[src/rtl/dbgx_pkg.sv]
package dbgx_pkg;

   typedef struct packed {
      logic dmo;   // bit 3: debug state visible as stall source
      logic rsi;   // bit 2: accepts stall from peers
      logic bo;    // bit 1: halt propagates to peers
      logic bi;    // bit 0: accepts break from peers
   } xcfg_t;

   typedef enum logic [1:0] {
      MODE_RAW   = 2'b00,
      MODE_NONE  = 2'b01,
      MODE_BRKIO = 2'b10,
      MODE_STALL = 2'b11
   } xmode_e;

   function automatic xcfg_t cfg_decode(input xmode_e m, input logic [3:0] raw);
      xcfg_t r;
      case (m)
         MODE_RAW:   r = xcfg_t'(raw);
         MODE_NONE:  r = '0;
         MODE_BRKIO: r = '{dmo: 1'b0, rsi: 1'b0, bo: 1'b1, bi: 1'b1};
         default:    r = '{dmo: 1'b1, rsi: 1'b1, bo: 1'b0, bi: 1'b0};
      endcase
      return r;
   endfunction

endpackage

[src/rtl/dbgx_cfg_bank.sv]
module dbgx_cfg_bank
   import dbgx_pkg::*;
#(
   parameter int NUM_CORES = 4,
   parameter int SEL_W     = 2
) (
   input  logic                  clk,
   input  logic                  rst_n,
   input  logic                  we,
   input  logic [SEL_W-1:0]      sel,
   input  logic [1:0]            mode,
   input  logic [3:0]            wdata,
   output xcfg_t [NUM_CORES-1:0] cfg_o
);

   xcfg_t wr_val;
   assign wr_val = cfg_decode(xmode_e'(mode), wdata);

   for (genvar c = 0; c < NUM_CORES; c++) begin : g_core
      xcfg_t cfg_q;
      logic  hit;
      assign hit = we && (sel == SEL_W'(c));

      always_ff @(posedge clk) begin
         if (!rst_n)   cfg_q <= '0;
         else if (hit) cfg_q <= wr_val;
      end
      assign cfg_o[c] = cfg_q;
   end

   AST_PRESET_NONE: assert property (@(posedge clk) disable iff (!rst_n)
      (we && mode == 2'b01 && int'(sel) < NUM_CORES) |=> (cfg_o[$past(sel)] == '0));
   AST_BAD_SEL_IGNORED: assert property (@(posedge clk) disable iff (!rst_n)
      (we && int'(sel) >= NUM_CORES) |=> $stable(cfg_o));

endmodule

[src/rtl/dbgx_status.sv]
module dbgx_status #(
   parameter int NUM_CORES = 4
) (
   input  logic                 clk,
   input  logic                 rst_n,
   input  logic [NUM_CORES-1:0] entry,
   input  logic [NUM_CORES-1:0] leave,
   output logic [NUM_CORES-1:0] in_dbg_o
);

   logic [NUM_CORES-1:0] in_q;

   always_ff @(posedge clk) begin
      if (!rst_n) in_q <= '0;
      else        in_q <= entry | (in_q & ~leave);
   end
   assign in_dbg_o = in_q;

   for (genvar i = 0; i < NUM_CORES; i++) begin : g_chk
      AST_ENTRY_SETS: assert property (@(posedge clk) disable iff (!rst_n)
         entry[i] |=> in_q[i]);
      AST_LEAVE_CLEARS: assert property (@(posedge clk) disable iff (!rst_n)
         (leave[i] && !entry[i]) |=> !in_q[i]);
   end

endmodule

[src/rtl/dbgx_brk_fanout.sv]
module dbgx_brk_fanout #(
   parameter int NUM_CORES = 4
) (
   input  logic                 clk,
   input  logic                 rst_n,
   input  logic [NUM_CORES-1:0] entry,
   input  logic [NUM_CORES-1:0] bi,
   input  logic [NUM_CORES-1:0] bo,
   input  logic                 clr,
   output logic [NUM_CORES-1:0] brk_o
);

   logic [NUM_CORES-1:0] senders;
   logic [NUM_CORES-1:0] brk_q;

   assign senders = entry & bo;

   for (genvar i = 0; i < NUM_CORES; i++) begin : g_tgt
      localparam logic [NUM_CORES-1:0] OTHERS = ~(NUM_CORES'(1) << i);
      logic src;
      assign src = bi[i] & (|(senders & OTHERS));

      always_ff @(posedge clk) begin
         if (!rst_n)        brk_q[i] <= 1'b0;
         else if (clr)      brk_q[i] <= 1'b0;
         else if (entry[i]) brk_q[i] <= 1'b0;
         else if (src)      brk_q[i] <= 1'b1;
      end

      AST_BREAK_FANS_OUT: assert property (@(posedge clk) disable iff (!rst_n)
         (bi[i] && |(entry & bo & OTHERS) && !clr && !entry[i]) |=> brk_q[i]);
      AST_NO_SELF_BREAK: assert property (@(posedge clk) disable iff (!rst_n)
         $rose(brk_q[i]) |-> $past(|(entry & bo & OTHERS)));
      AST_ACK_DROPS: assert property (@(posedge clk) disable iff (!rst_n)
         entry[i] |=> !brk_q[i]);
      AST_REQ_HELD: assert property (@(posedge clk) disable iff (!rst_n)
         (brk_q[i] && !entry[i] && !clr) |=> brk_q[i]);
   end

   AST_CLR_WINS: assert property (@(posedge clk) disable iff (!rst_n)
      clr |=> (brk_q == '0));

   assign brk_o = brk_q;

endmodule

[src/rtl/dbgx_stall_fanout.sv]
module dbgx_stall_fanout #(
   parameter int NUM_CORES = 4
) (
   input  logic [NUM_CORES-1:0] in_dbg,
   input  logic [NUM_CORES-1:0] dmo,
   input  logic [NUM_CORES-1:0] rsi,
   output logic [NUM_CORES-1:0] stall_o
);

   logic [NUM_CORES-1:0] sources;
   assign sources = in_dbg & dmo;

   for (genvar i = 0; i < NUM_CORES; i++) begin : g_tgt
      localparam logic [NUM_CORES-1:0] OTHERS = ~(NUM_CORES'(1) << i);
      assign stall_o[i] = rsi[i] & (|(sources & OTHERS));
   end

endmodule

[src/rtl/dbg_xnet.sv]
module dbg_xnet
   import dbgx_pkg::*;
#(
   parameter  int NUM_CORES = 4,
   localparam int SEL_W     = (NUM_CORES > 1) ? $clog2(NUM_CORES) : 1
) (
   input  logic                 clk,
   input  logic                 rst_n,
   input  logic                 cfg_we,
   input  logic [SEL_W-1:0]     cfg_sel,
   input  logic [1:0]           cfg_mode,
   input  logic [3:0]           cfg_wdata,
   input  logic [NUM_CORES-1:0] dbg_entry,
   input  logic [NUM_CORES-1:0] dbg_leave,
   input  logic                 brk_clr,
   output logic [NUM_CORES-1:0] brk_req,
   output logic [NUM_CORES-1:0] stall_req,
   output logic [NUM_CORES-1:0] dbg_stat
);

   if (NUM_CORES < 2 || NUM_CORES > 64) begin : g_bad_cores
      $error("dbg_xnet: NUM_CORES must be in 2..64");
   end

   xcfg_t [NUM_CORES-1:0] cfg;
   logic  [NUM_CORES-1:0] bi_v, bo_v, rsi_v, dmo_v;
   logic  [NUM_CORES-1:0] in_dbg;

   dbgx_cfg_bank #(.NUM_CORES(NUM_CORES), .SEL_W(SEL_W)) u_cfg (
      .clk(clk), .rst_n(rst_n), .we(cfg_we), .sel(cfg_sel),
      .mode(cfg_mode), .wdata(cfg_wdata), .cfg_o(cfg)
   );

   for (genvar c = 0; c < NUM_CORES; c++) begin : g_split
      assign bi_v[c]  = cfg[c].bi;
      assign bo_v[c]  = cfg[c].bo;
      assign rsi_v[c] = cfg[c].rsi;
      assign dmo_v[c] = cfg[c].dmo;
   end

   dbgx_status #(.NUM_CORES(NUM_CORES)) u_stat (
      .clk(clk), .rst_n(rst_n), .entry(dbg_entry), .leave(dbg_leave),
      .in_dbg_o(in_dbg)
   );

   dbgx_brk_fanout #(.NUM_CORES(NUM_CORES)) u_brk (
      .clk(clk), .rst_n(rst_n), .entry(dbg_entry), .bi(bi_v), .bo(bo_v),
      .clr(brk_clr), .brk_o(brk_req)
   );

   dbgx_stall_fanout #(.NUM_CORES(NUM_CORES)) u_stall (
      .in_dbg(in_dbg), .dmo(dmo_v), .rsi(rsi_v), .stall_o(stall_req)
   );

   assign dbg_stat = in_dbg;

   AST_RESET_ISOLATED: assert property (@(posedge clk)
      $past(!rst_n) |-> (cfg == '0 && brk_req == '0 && in_dbg == '0));

endmodule

[config.mk]
export PLATFORM = sky130hd
export DESIGN_NAME = dbg_xnet
export DESIGN_NICKNAME = d
export VERILOG_FILES = /design/src/rtl/dbgx_pkg.sv /design/src/rtl/dbgx_cfg_bank.sv /design/src/rtl/dbgx_status.sv /design/src/rtl/dbgx_brk_fanout.sv /design/src/rtl/dbgx_stall_fanout.sv /design/src/rtl/dbg_xnet.sv
export SDC_FILE = /design/constraint.sdc
export NUM_CORES = 1
export LEC_CHECK = 0
export BUFFER_PORTS_ARGS = -buffer_cell sky130_fd_sc_hd__buf_2
export CAP_MARGIN = 20
export CORE_MARGIN = 2
export CORE_UTILIZATION = 45
export CTS_CLUSTER_DIAMETER = 50
export DETAILED_ROUTE_END_ITERATION = 7
export PLACE_DENSITY = 0.72
export RECOVER_POWER = 100
export SLEW_MARGIN = 20
export SYNTH_ARGS = -nofsm -noshare
export SYNTH_HDL_FRONTEND = slang
export SYNTH_SLANG_ARGS = --single-unit
[constraint.sdc]
create_clock -name clk -period 1.58 [get_ports clk]
set_input_delay 0.316 -clock clk [delete_from_list [all_inputs] [get_ports clk]]
set_output_delay 0.316 -clock clk [all_outputs]
set_load 0.01 [all_outputs]
======== Word-level counts from Yosys, hierarchy flattened ========
Cells that the tools add are included.
operators by class
  eq/ne operators ......................... 5
  muxes and demuxes ....................... 1
  bitwise operators ....................... 14
  reduce and logical (&&, ||, !) cells .... 18
operators by type and width
  kind                                                 count
  OR reduction 3 bit                                   12
  bitwise AND 4 bit                                    3
  case mux 4 bit (3 select lines)                      1
  bitwise AND 1 bit                                    8
  equality test 2 bit, second input constant           3
  equality test 2 x 1 -> 1 bit, second input constant  2
  logical AND 1 bit                                    4
  zero test 2 bit                                      2
  inverter 4 bit                                       1
  OR 4 bit                                             1
  inverter 1 bit                                       1
storage, ports and cells
  register bits after elaboration ......... 24
  input bits .............................. 20
  output and inout port bits .............. 12
  word-level logic and storage cells ...... 59

======== Logic depth before layout (Yosys ltp) ========
Gate-level depths: netlist of the first run.
  word-level depth ........................ 3
  mapped depth ............................ 5
  gate-level depth less buffers ........... 5

======== By module ========
Synthesis of the first run repeated with hierarchy kept, for this count alone.
unflattened totals
  cell total of the unflattened synthesis .. 123
  area total of the unflattened synthesis .. 1133.6 um2
modules (own cells, without submodules)
  module             times used  cells an instance  area each (um2)  sequential area each (um2)
  dbgx_cfg_bank      1           79                 703.2            320.3
  dbgx_brk_fanout    1           22                 195.2            80.1
  dbgx_status        1           12                 165.2            80.1
  dbgx_stall_fanout  1           10                 70.1             0.0

======== Worst setup path before layout of the first run ========
OpenSTA, ideal clock, no wires.
  kind .................................... register to output
  start point ............................. reg u_stat.in_q[1], in the netlist u_stat.in_dbg_o[1]
  end point ............................... out stall_req[3]
  data arrival time ....................... 902 ps
  required time ........................... 1264 ps
  slack ................................... 362 ps
  cell stages (with the launch flop) ...... 4
  path through ............................ dfxtp_1 nand2_1 and2_1 a21boi_0
on the way
  longest elaborated chain between the ends .. 3
ends and longest elaborated chain
  element                 RTL line                 source
  start, declared         dbgx_status.sv:11        logic [NUM_CORES-1:0] in_q;
  start signal, assigned  dbgx_status.sv:15        else in_q <= entry | (in_q & ~leave);
  bitwise AND 4 bit       dbgx_stall_fanout.sv:11  assign sources = in_dbg & dmo;
  OR reduction 3 bit      dbgx_stall_fanout.sv:15  assign stall_o[i] = rsi[i] & (|(sources & OTHERS));
  bitwise AND 1 bit       dbgx_stall_fanout.sv:15
  end, declared           dbg_xnet.sv:17           output logic [NUM_CORES-1:0] stall_req,
Every way passes these cells.

======== Worst setup path in the final report of the first run ========
  start point ............................. reg u_stat.in_q[3], in the netlist u_stat.in_dbg_o[3]
  end point ............................... out stall_req[0]
Same word-level chain as after synthesis.

==> results.txt, run 1 <==
The run finished with clean final reports. Power density over cell area: 1010 nW/um^2. The run gives 658.8 MHz as the maximum operating frequency.

The share of total power in sequential cells was 0.536; the routed length per placed instance was 12.23 um. For this run, the number of Yosys warnings is 0. For the die footprint, the log shows 2542 um^2. The repair_antennas step left the layout with diodes totalling 0. The first detailed-routing pass ran for 4 iterations. The tools report the count of mapped cells out of synthesis as 115. The launching point of the worst reg2reg path was u_cfg.cfg_o[8]$_SDFFE_PN0P_. After legalization and detailed placement, the total HPWL measured 1.647 mm. The tools report the number of buffers on the longest clock path as 2. VDD sags by at most 0.5876 mV. For the hold buffer count at CTS, the log shows 0.

The count of final max-slew check failures was 0; the wire length reported by the detailed router was 2.116 mm. The detailed router's first-iteration violation count was 18. For the finished layout, the period the worst path requires is 1.518 ns.

32 I/O pins were placed. The number of global-route vias before repair is 860. The placeable core region is 2002 um^2, and the power spent charging and discharging nets is 269.4 uW. The analysis attributes to cell leakage a power of 0.0005198 uW. For the worst setup path, the data arrival time is 1.20 ns.

The root buffer cell chosen for the clock tree is clkbuf_4. The clock latency of the later-clocked register in the worst-skew pair is 0.31 ns, and the largest fanout on the critical path is 3. After synthesis, the netlist uses 18 different library cells. Critical path launch point: u_stat.in_dbg_o[3]$_SDFF_PN0_. For the post-route cell area, the log shows 1205 um^2. The maximum cell stage delay along the critical path was 0.36 ns; the overall overflow remaining after global route was 0. The number of nets handed over by synthesis was 136.

For the combinational fraction of design power, the log shows 0.107. The area share of the leading cell type in the synthesized netlist came out at 0.4955. After detailed routing, the number of remaining DRC violations is 0.

The tools report the total routing resource utilization after global routing as 0.1822. Measured along the x axis, the die boundary spans 50.42 um. Total chip power: 1217 uW. The clock input transition at the sequential cells of the worst setup and hold paths was 0.13 ns; the count of non-filler cells in the finished layout was 173. Across the run, the number of max-cap violations was 0. Setup repair after global routing could not meet its margin everywhere. The switching fraction of total power is 0.2214, and the layout overhead on the synthesized area is 24.26%. At the end of routability-driven placement, the weighted congestion stood at 0.8389.

Number of buffers inserted during clock tree synthesis: 3. The logs give 0 for the count of nets left with antenna violations after detail routing and 3 for the number of resized instances in the post-cts repair step. The clock sink count was 24. A synthesized cell averages 8.432 um^2. The overall via count from detail_route was 923. The tools report the deepest level of the CTS H-tree as 1. The layout cell share with drive strength beyond 1 came out at 0.2945.

The clock arrives with 0.004380 ns of skew. The tools report the share of the yosys chip area belonging to registers as 0.4955. The library cell with the largest summed area after synthesis is dfxtp_1.

TritonCTS built the clock tree. By area the synthesized netlist is led by dfxtp_1 (50%), a21oi_1 (12%), nor2_1 (6.6%). The number of antenna violations at the first check in global routing was 0; the total internal power was 947.4 uW. In this run the core area contains 16 standard-cell rows.

At the worst endpoint, the required time is 1.26 ns. The transition time at the pin with the least slew margin works out to 0.4977 ns. The worst setup path is captured at a primary output. The die height was 50.42 um. On the critical path, the stage with the largest delay is an instance of dfxtp_2.

The share of the clock period used by the worst path after layout was 0.9608. Wire length of the first global-routing pass: 3.532 mm. After the last flow step, the layout net total stands at 168.

The headroom to the max-slew limit is 0.6667, and the post-CTS setup buffer count is 0. Once placement completed, the tool counted placed cells totaling 169. By startpoint and endpoint, the worst setup path is classified as register to primary output. After detailed placement, the total cell area comes to 1144 um^2. The number of hold-slack violations in the final timing report is 0.

The post-synthesis instance area is 969.7 um^2. Class of the tightest hold or removal check: input port to register. After detailed routing, the number of vias per cell comes to 5.335. The proportion of power drawn by the clock network is 0.357.

The signal on the critical path passes through nand2_1, and2_4, a21boi_1, buf_2. The start point of the worst hold path was dbg_entry[0]. Buffers placed on the I/O ports in this run total 31. The logs give 0.4844 for the starting utilization of the core area and 0 for the total of endpoints with negative setup slack in the final report.

For the maximum number of pins on one net before global-route repair, the log shows 17. The kind of launch point of the worst setup path is a register. The number of flip-flops and latches in the synthesized netlist came out at 24.
state kept, by name, indices dropped and copies added, names as in the netlist:
signal / flops
u_stat.in_dbg_o: 4
u_brk.brk_o: 4
u_cfg.cfg_o: 16
synth_stat cells:
library cell	instances
and3b_1	2
nor2b_1	2
nand2_1	4
a21boi_0	4
a22oi_1	2
inv_2	1
or4_1	4
a21oi_1	24
nor3b_2	1
and2_1	2
nor2_1	17
dfxtp_1	24
a211oi_1	8
inv_1	6
clkbuf_1	4
o21ai_0	8
ha_1	1
and3_1	1
through the flow:
stage / hold slack (ns) / utilization / setup WS, ns / setup TNS [ns]
2_1_floorplan: 0.4334 / - / 0.3622 / 0
3_3_place_gp: 0.4885 / 0.5713 / 0.2289 / 0
3_5_place_dp: 0.4945 / 0.5713 / 0.2082 / 0
4_1_cts: 0.2572 / 0.5988 / 0.01572 / 0
5_1_grt: 0.2714 / 0.6019 / -0.007102 / -0.009881
6_report: 0.2665 / 0.6019 / 0.06199 / 0
cell usage in the layout (no fill, tap or decap):
cell	instances
inv_1	6
clkbuf_4	3
bufinv_16	1
a21boi_1	4
a22oi_1	2
dfxtp_1	19
inv_2	1
buf_2	31
dfxtp_2	5
and3b_1	2
a21oi_1	24
nor3b_2	1
and2_1	1
ha_1	1
nand2_1	4
or4_1	4
and3_1	1
nor2b_1	2
o21ai_0	8
nor2_1	17
and2_4	1
a211oi_1	8
final timing paths:
path         cells past startpoint  slack, ns                            end
max                              4       0.06                   stall_req[0]
max reg2reg                      3       0.58    u_brk.brk_o[2]$_SDFFE_PP0P_
min reg2reg                      2       0.50  u_stat.in_dbg_o[1]$_SDFF_PN0_
min                              3       0.27  u_stat.in_dbg_o[0]$_SDFF_PN0_
cells by family (layout without fill, tap and decap cells):
logic type	Yosys count	count (layout)	synth area share
flip-flops	24	24	0.4955
AO/OA/AOI/OAI	46	46	0.2736
AND/OR/NAND/NOR	33	33	0.1755
buffers and inverters	11	42	0.04257
adder cells (fa/ha/maj)	1	1	0.01290
critical path, delay by kind of cell (launching register included):
family / cells / cell delay (ns)
buf+inv: 1 / 0.15
flops: 1 / 0.36
simple gates: 2 / 0.23
compound gates: 1 / 0.15
cell type report:
cell class	count	area, um^2
clock buffers	3	22.52
clock inverters	1	30.03
fillers	187	797.0
inverters	7	26.28
multi-input cells	80	450.4
flip-flops and latches	24	486.7
well taps	27	33.78
repair buffers	31	155.1
power by group through the flow:
stage,clock [uW],sequential (uW),combinational [uW]
floorplan,0,662,72.0
global placement,0,664,125
detailed placement,0,664,129
CTS,442,651,129
global route,465,656,149
finish,434,652,131
metal layers:
layer / vias to the layer above / wire length, um / track usage
met2: 24 / 1084 / 0.3355
li1: 472 / - / -
met4: 0 / 44 / 0.08108
met1: 423 / 921 / 0.2094
met3: 4 / 65 / 0.02083
met5: - / 0 / 0
(Power assumes the default switching activity.)
==> run 2, diff against run 1 <==
Clock period 1.58 ns to 1.5 ns, I/O delays scaled along.
==> run 2 against run 1 <==
Effect of this change: utilization increased by 1.1 points; largest cell class unchanged; critical endpoint is now stall_req[2]; via count is 0.98% higher; register-to-register slack got worse by 0.09 ns; clock skew is 0.0023 ns lower; non-clock buffer count increased by 4; hold slack got worse by 0.019 ns; global-route usage is 0.79 points higher; cell area grew 1.8%; die area stayed put; sequential share of layout area decreased by 0.50 points; largest power group unchanged.
==> results.txt, run 2 (synthesis gave the netlist of run 1 again) <==
The largest individual stage delay along the critical path comes from the cell dfxtp_2. The die footprint was 2542 um^2; the via count normalized by instance count was 5.266. Once placement completed, the tool counted placed cells totaling 170. The register with the most flip-flops in the layout has 16 of them.

The library cell used most frequently in the layout, excluding fill and tap cells, is buf_2. After floorplanning, the core was sized to cover 2002 um^2. The count of nets left with antenna violations once routing finished came out at 0. The flow ran to the end, and the final reports show no timing, DRC or antenna violations.

The run gives 2 as the number of buffers on the longest clock path. Max-cap violations in this run came to 0. Setup total negative slack on the finished layout was measured at 0 ns.

The static leakage came out at 0.0005386 uW. Setup slack on the worst reg-to-reg path comes out at 0.49 ns. The minimum period implied by the final worst setup slack is 1.451 ns. Among cell families on the critical path, the largest total delay comes from flip-flops. Once detailed placement completed, the half-perimeter wirelength came to 1.708 mm.

The detailed router put a total of 929 um of wire on met1. STA classifies the critical path startpoint as a register. The share of the clock period used by the worst path after layout was 0.9674.

The type of the worst setup path was register to primary output. In the layout the commonest cells are buf_2 (31), a21oi_1 (24), nor2_1 (17), dfxtp_1 (17). Input and output buffers added on the ports amount to 31. The overall via count from detail_route was 932. The tools report the wire length of the first global-routing pass as 3.684 mm. The run gives 17 as the maximum number of pins on one net before global-route repair. The logs give 0 for the count of final max-slew check failures and 172 for the number of nets in the layout. For the pin with the worst max-slew slack, the measured transition is 0.3765 ns. The cell chosen for the clock root is clkbuf_4. The number of DRC violations after detailed routing is 0, and the layout overhead on the synthesized area is 26.45%. Clock tree synthesis found a total of 24 sinks. The logs give 892 for the number of global-route vias before repair and 177 for the count of non-filler cells in the finished layout. The highest metal layer with signal wires was met4. The repair_antennas step left the layout with diodes totalling 0.

The fill cell instance count of the final layout is 173, and the detailed router's first-iteration violation count is 7. The run gives 1 as the deepest level of the CTS H-tree. The congestion estimate from routability-driven global placement came to 0.8217. TritonCTS built the clock tree. Dividing total power by cell area gives a power density of 956.5 nW/um^2. After detailed routing, the average wire length per cell comes to 12.31 um. The first TritonRoute pass finished after 4 iterations.

The class of the tightest hold or removal check is input port to register. The area taken by flip-flops and latches is 489.2 um^2. The tools report the headroom to the max-slew limit as 0.7490.

The tools report the number of primary I/O pins as 32. The initialized floorplan defines 16 standard-cell rows. The worst setup path is captured at a primary output.

In this run, CTS created clock tree buffers numbering 3. For the overall overflow remaining after global route, the log shows 0. For the worst-case setup margin in the final layout, the log shows 0.04894 ns. The layout cell share with drive strength beyond 1 was 0.3400.

The largest fanout on the critical path is 3. The signal on the critical path passes through nand2_1, and2_4, a21boi_1, buf_2. Setup violations remaining at the end of the flow were counted as 0.

At the placement stage, the worst setup path has a slack of 0.1338 ns. Measured along the x axis, the die boundary spans 50.42 um. Wire segments on met2 add up to 1.158 mm in the final route. Across the routed clock network, the largest skew measured is 0.002079 ns. The clock latency of the later-clocked register in the worst-skew pair was 0.31 ns; the wire length reported by the detailed router was 2.179 mm.

The maximum operating frequency came out at 689.2 MHz. Maximum cell stage delay along the critical path: 0.35 ns. The tools report the utilization of the core after routing as 0.6125. Number of antenna violations at the first check in global routing: 0. Clock-pin slew was measured on the worst setup and hold paths at 0.13 ns. Number of buffers and inverters on the critical path: 1. For the data required time at the worst endpoint, the log shows 1.20 ns. The starting utilization of the core area was 0.4844. Setup repair after global routing could not meet its margin everywhere. The run gives 0.1901 as the total routing resource utilization after global routing.

The area taken by multi-input logic gates was 455.4 um^2; the met3 wire length was 78 um. The number of hold-slack violations in the final timing report came out at 0. STA puts the critical path data arrival time at 1.15 ns. VDD sags by at most 0.6349 mV. The die height came out at 50.42 um.
==> run 2: worst reg2reg max path: stages, from the launching register on <==
cell and delay [ns]:
dfxtp_1 0.38, nor2_1 0.05, or4_1 0.39, a21oi_1 0.12
==> run 2: routing by layer <==
metal,GRT usage,vias to the layer above
met5,0,-
met4,0.05405,0
met3,0.04464,2
met2,0.3662,16
met1,0.2030,436
li1,-,478
==> run 2: layout make-up <==
type,count,share of cell area
sequential,24,0.3990
timing repair buffer,35,0.1510
inverter,7,0.02143
multi-input combinational,80,0.3714
clock buffer,4,0.02959
tap,27,0.02755
==> run 2: power breakdown <==
part | total [uW] | switching [uW] | leakage [uW] | internal (uW)
Clock | 338 | 189 | 0.0000210 | 148
Sequential | 687 | 17.6 | 0.000199 | 669
Combinational | 149 | 81.6 | 0.000319 | 67.0
==> run 2: per-stage QoR <==
step | area (um^2) | total power (uW) | hold slack [ns]
floorplan | 969.7 | 773.5 | 0.4174
detailed placement | 1151 | 837.7 | 0.4913
global route | 1226 | 1228 | 0.2558
CTS | 1211 | 1176 | 0.2427
finish | 1226 | 1173 | 0.2478
global placement | 1151 | 831.9 | 0.4883
==> run 2: worst paths after layout <==
path / startpoint / endpoint / cells after the start
hold / removal: dbg_entry[2] / u_stat.in_dbg_o[2]$_SDFF_PN0_ / 3
setup reg to reg: u_brk.brk_o[1]$_SDFFE_PP0P_ / u_brk.brk_o[1]$_SDFFE_PP0P_ / 3
setup / recovery: u_stat.in_dbg_o[1]$_SDFF_PN0_ / stall_req[2] / 4
hold reg to reg: u_cfg.cfg_o[2]$_SDFFE_PN0P_ / u_cfg.cfg_o[2]$_SDFFE_PN0P_ / 2
==> run 2: repair_timing <==
action,CTS,global route
hold buffers,0,0
setup endpoints to repair,4,4
pin swaps,0,3
buffers inserted,2,1
resized for setup,8,6
==> run 3, diff against run 2 <==
Settings changed: PLACE_DENSITY 0.72 to 0.71, RECOVER_POWER 100 to default, SETUP_SLACK_MARGIN from default to 0.15, SYNTH_HIERARCHICAL from default to 1.
==> run 3 against run 2 <==
Effect of this change: sequential share of layout area decreased by 4.2 points; sequential power about the same; area after synthesis rose by 17%; flip-flop and latch count unchanged; clock skew is 0.0013 ns higher; largest power group unchanged; highest routed layer unchanged.
==> results.txt, run 3 <==
The multiplexer share of the synthesized area came out at 0. The most frequent standard cell in the layout excluding fill and tap cells is buf_2. The met1 layer wirelength in the final routing is 1.058 mm, and the die outline width is 54.19 um.

The depth of the worst hold-timing path works out to 2. For the row count, the log shows 18. The area share of the leading cell type in the synthesized netlist is 0.4238, and the number of nets in the layout is 178. Counting cells, the worst reg-to-reg path comes to 3. The layout cell share with drive strength beyond 1 is 0.3290.

Clock latency of the later-clocked register in the worst-skew pair: 0.31 ns. The detailed router's first-iteration violation count is 49, and the met3 wire length is 143 um. Wire segments on met2 add up to 1.175 mm in the final route. The synthesized area divided by synthesized cell count came out at 9.216 um^2. The adder and majority cell fraction of the synthesized area works out to 0.02208.

The simple logic cell fraction of the synthesized area was 0.2550. For the worst setup path, the data required time is 1.20 ns. The share of the clock period used by the worst path after layout is 0.9203, and the share of the yosys chip area belonging to registers is 0.4238. The flow ran to the end, and the final reports show no timing, DRC or antenna violations. The cell area that synthesis handed to floorplanning was 1134 um^2.

The tools report the number of DRC violations after detailed routing as 0. Number of antenna violations at the first check in global routing: 0. Async set or reset register ratio after synthesis: 0. The synthesized netlist contains 25 unique library cells.

The die footprint is 2937 um^2, and the maximum operating frequency is 724.4 MHz. The number of primary I/O pins was 32. The run gives 0.4660 as the starting utilization of the core area. After clock tree synthesis, the flow added hold-fix buffers numbering 0. Yosys printed 6 warnings. Setup repair after global routing could not meet its margin everywhere.

The number of nets handed over by synthesis was 145. Across the run, the number of max-cap violations was 0. Prior to clock tree synthesis, the placed netlist has a worst setup slack of 0.1750 ns. At the pin with the least slew margin, the transition time is 0.3494 ns. The compound-gate portion of the synthesized area came out at 0.2649. The routed length per placed instance was 13.04 um; the count of mapped cells out of synthesis was 123.

The end point of the worst hold path is u_stat/in_dbg_o[2]$_SDFF_PN0_. The number of hold-slack violations in the final timing report came out at 0. The repair_antennas step left the layout with diodes totalling 0. For the worst supply voltage drop on vdd, the log shows 0.4540 mV. During placement, the flow inserted port buffers numbering 31. TritonCTS built the clock tree. The post-synthesis xor/xnor area fraction is 0, and the clock input transition at the sequential cells of the worst setup and hold paths is 0.13 ns. The launching point of the worst reg2reg path was u_stat/in_dbg_o[2]$_SDFF_PN0_. The register with the most flip-flops in the layout has 16 of them. The library cell with the largest summed area after synthesis was dfxtp_1. For the finished layout, the period the worst path requires is 1.380 ns.

The worst register-to-register path has a setup slack of 0.66 ns. Die height: 54.19 um. The class of the tightest hold or removal check was input port to register.

The tools report the estimated wirelength of the detail-placed design as 1.884 mm. The number of buffers on the longest clock path was 2. The power density over cell area was 953.6 nW/um^2; the arrival time at the worst endpoint was 1.08 ns. The critical path in this run is classified as register to primary output. The total routing resource utilization after global routing was 0.1831; the count of nets left with antenna violations after detail routing was 0. For this block, the via count after detailed routing is 1,016. After routing, the total negative slack on setup checks comes to 0 ns. Start point of the worst hold path: dbg_entry[2]. Signal routing reaches up to met4. Setup violations remaining at the end of the flow were counted as 0. The wire length of the first global-routing pass was 3.870 mm; the count of final max-slew check failures was 0. In this run the static leakage power is 0.0005558 uW. Wires add up to 2.412 mm. The via count normalized by instance count was 5.492; the worst-case setup margin in the final layout was 0.1196 ns.

The tree is rooted in a clkbuf_4. The deepest level of the CTS H-tree is 1. The top cell types in the final layout, fill and taps aside, are buf_2 (31), dfxtp_1 (17), a21oi_1 (14).

The tools report the minimum hold slack as 0.2366 ns. Among all cell types in the netlist, the one instantiated most often is dfxtp_1. The headroom to the max-slew limit is 0.7668, and the number of global-route vias before repair is 895. The congestion estimate from routability-driven global placement came to 0.6999. The commonest cells after synthesis are dfxtp_1 (24), a21oi_1 (14), a21boi_1 (12), nand2_1 (10), nand3_1 (9). Sorting the synthesized cells by area gives the leading types as dfxtp_1 (42%), a21boi_1 (7.9%), a21oi_1 (6.2%).

Clock tree skew after final layout: 0.003395 ns. The capturing element type of the critical path was a primary output. The dominant combinational cell family by area after synthesis is compound AO/OA/AOI/OAI gates.

The number of flip-flops and latches in the synthesized netlist was 24. For the clock sink count, the log shows 24. For the overall overflow remaining after global route, the log shows 0. For the maximum number of pins on one net before global-route repair, the log shows 19. The worst register-to-register path ends at u_stat/in_dbg_o[2]$_SDFF_PN0_.

The most used flip-flop cell after synthesis is dfxtp_1. In this run, CTS created clock tree buffers numbering 3. From synthesis to final layout, the design area changed by 20.97%. The worst setup path is launched from a register. After floorplanning, the core was sized to cover 2432 um^2. The pre-antenna-repair detailed-routing pass consisted of 4 iterations.

Of all nets on the critical path, the largest fanout is 3. Yosys mapped a number of flops with a built-in enable equal to 0.
-- run 3: cell types whose count changed in the layout (fill, tap and decap cells not counted), sizes merged, moves of 5 or more --
cell    change
nor2       -13
a21oi      -10
nand3       +9
a21boi      +8
nand2       +6
inv         -5
nand2b      +5
-- run 3: worst max-delay path by stage --
| stage | to | startpoint | slack (ns) | cells after the start |
|---|---|---|---|---|
| after global routing | stall_req[3] | u_stat/in_dbg_o[0]$_SDFF_PN0_ | 0.02 | 3 |
| after CTS | stall_req[3] | u_stat/in_dbg_o[0]$_SDFF_PN0_ | 0.09 | 3 |
| final | stall_req[3] | u_cfg/cfg_o[3]$_SDFFE_PN0P_ | 0.12 | 3 |
| after global placement | u_cfg/cfg_o[5]$_SDFFE_PN0P_ | cfg_mode[0] | 0.20 | 6 |
| after detailed placement | u_cfg/cfg_o[5]$_SDFFE_PN0P_ | cfg_mode[0] | 0.17 | 6 |
| after floorplan | u_cfg/cfg_o[4]$_SDFFE_PN0P_ | cfg_mode[0] | 0.42 | 5 |
-- run 3: power breakdown --
part / switching, uW / internal, uW / total (uW)
clock: 186 / 270 / 456
combinational: 84.7 / 78.1 / 163
sequential: 22.1 / 667 / 689
total: 293 / 1010 / 1310
-- run 3: stage by stage --
stage / cells / cell area [um^2] / total power (uW) / util
6_report: 185 / 1371 / 1308 / 0.5638
5_1_grt: 185 / 1371 / 1380 / 0.5638
4_1_cts: 185 / 1370 / 1322 / 0.5633
3_5_place_dp: 180 / 1303 / 860.3 / 0.5355
3_3_place_gp: 180 / 1303 / 853.3 / 0.5355
2_1_floorplan: 123 / 1134 / 792.9 / -
-- run 3: timing repair --
action                                  4_1_cts  5_1_grt
buffers inserted                              1        0
pin swaps                                     4        1
endpoints found under the setup margin        4        4
resized for setup                             6        1
-- run 3: cell families after synthesis --
kind of cell | Yosys count
buffers and inverters | 7
flip-flops | 24
AND/OR/NAND/NOR | 44
AO/OA/AOI/OAI | 46
adder cells (fa/ha/maj) | 2
-- run 3: area by class of cell --
type,count,area (um^2)
inverter,2,7.507
multi-input combinational,92,614.3
timing repair buffer,33,170.2
tap,30,37.54
fill,221,1061
clock inverter,1,30.03
clock buffer,3,22.52
sequential,24,489.2
-- run 3: critical path, stage by stage, from the launching register on --
cell      delay, ns
dfxtp_2        0.35
a22oi_2        0.20
a21boi_1       0.08
buf_2          0.14
-- run 3: metal layers --
| layer | track usage | up-vias |
|---|---|---|
| li1 | - | 505 |
| met4 | 0.08750 | 0 |
| met3 | 0.02500 | 4 |
| met2 | 0.3092 | 32 |
| met5 | 0 | - |
| met1 | 0.2267 | 475 |
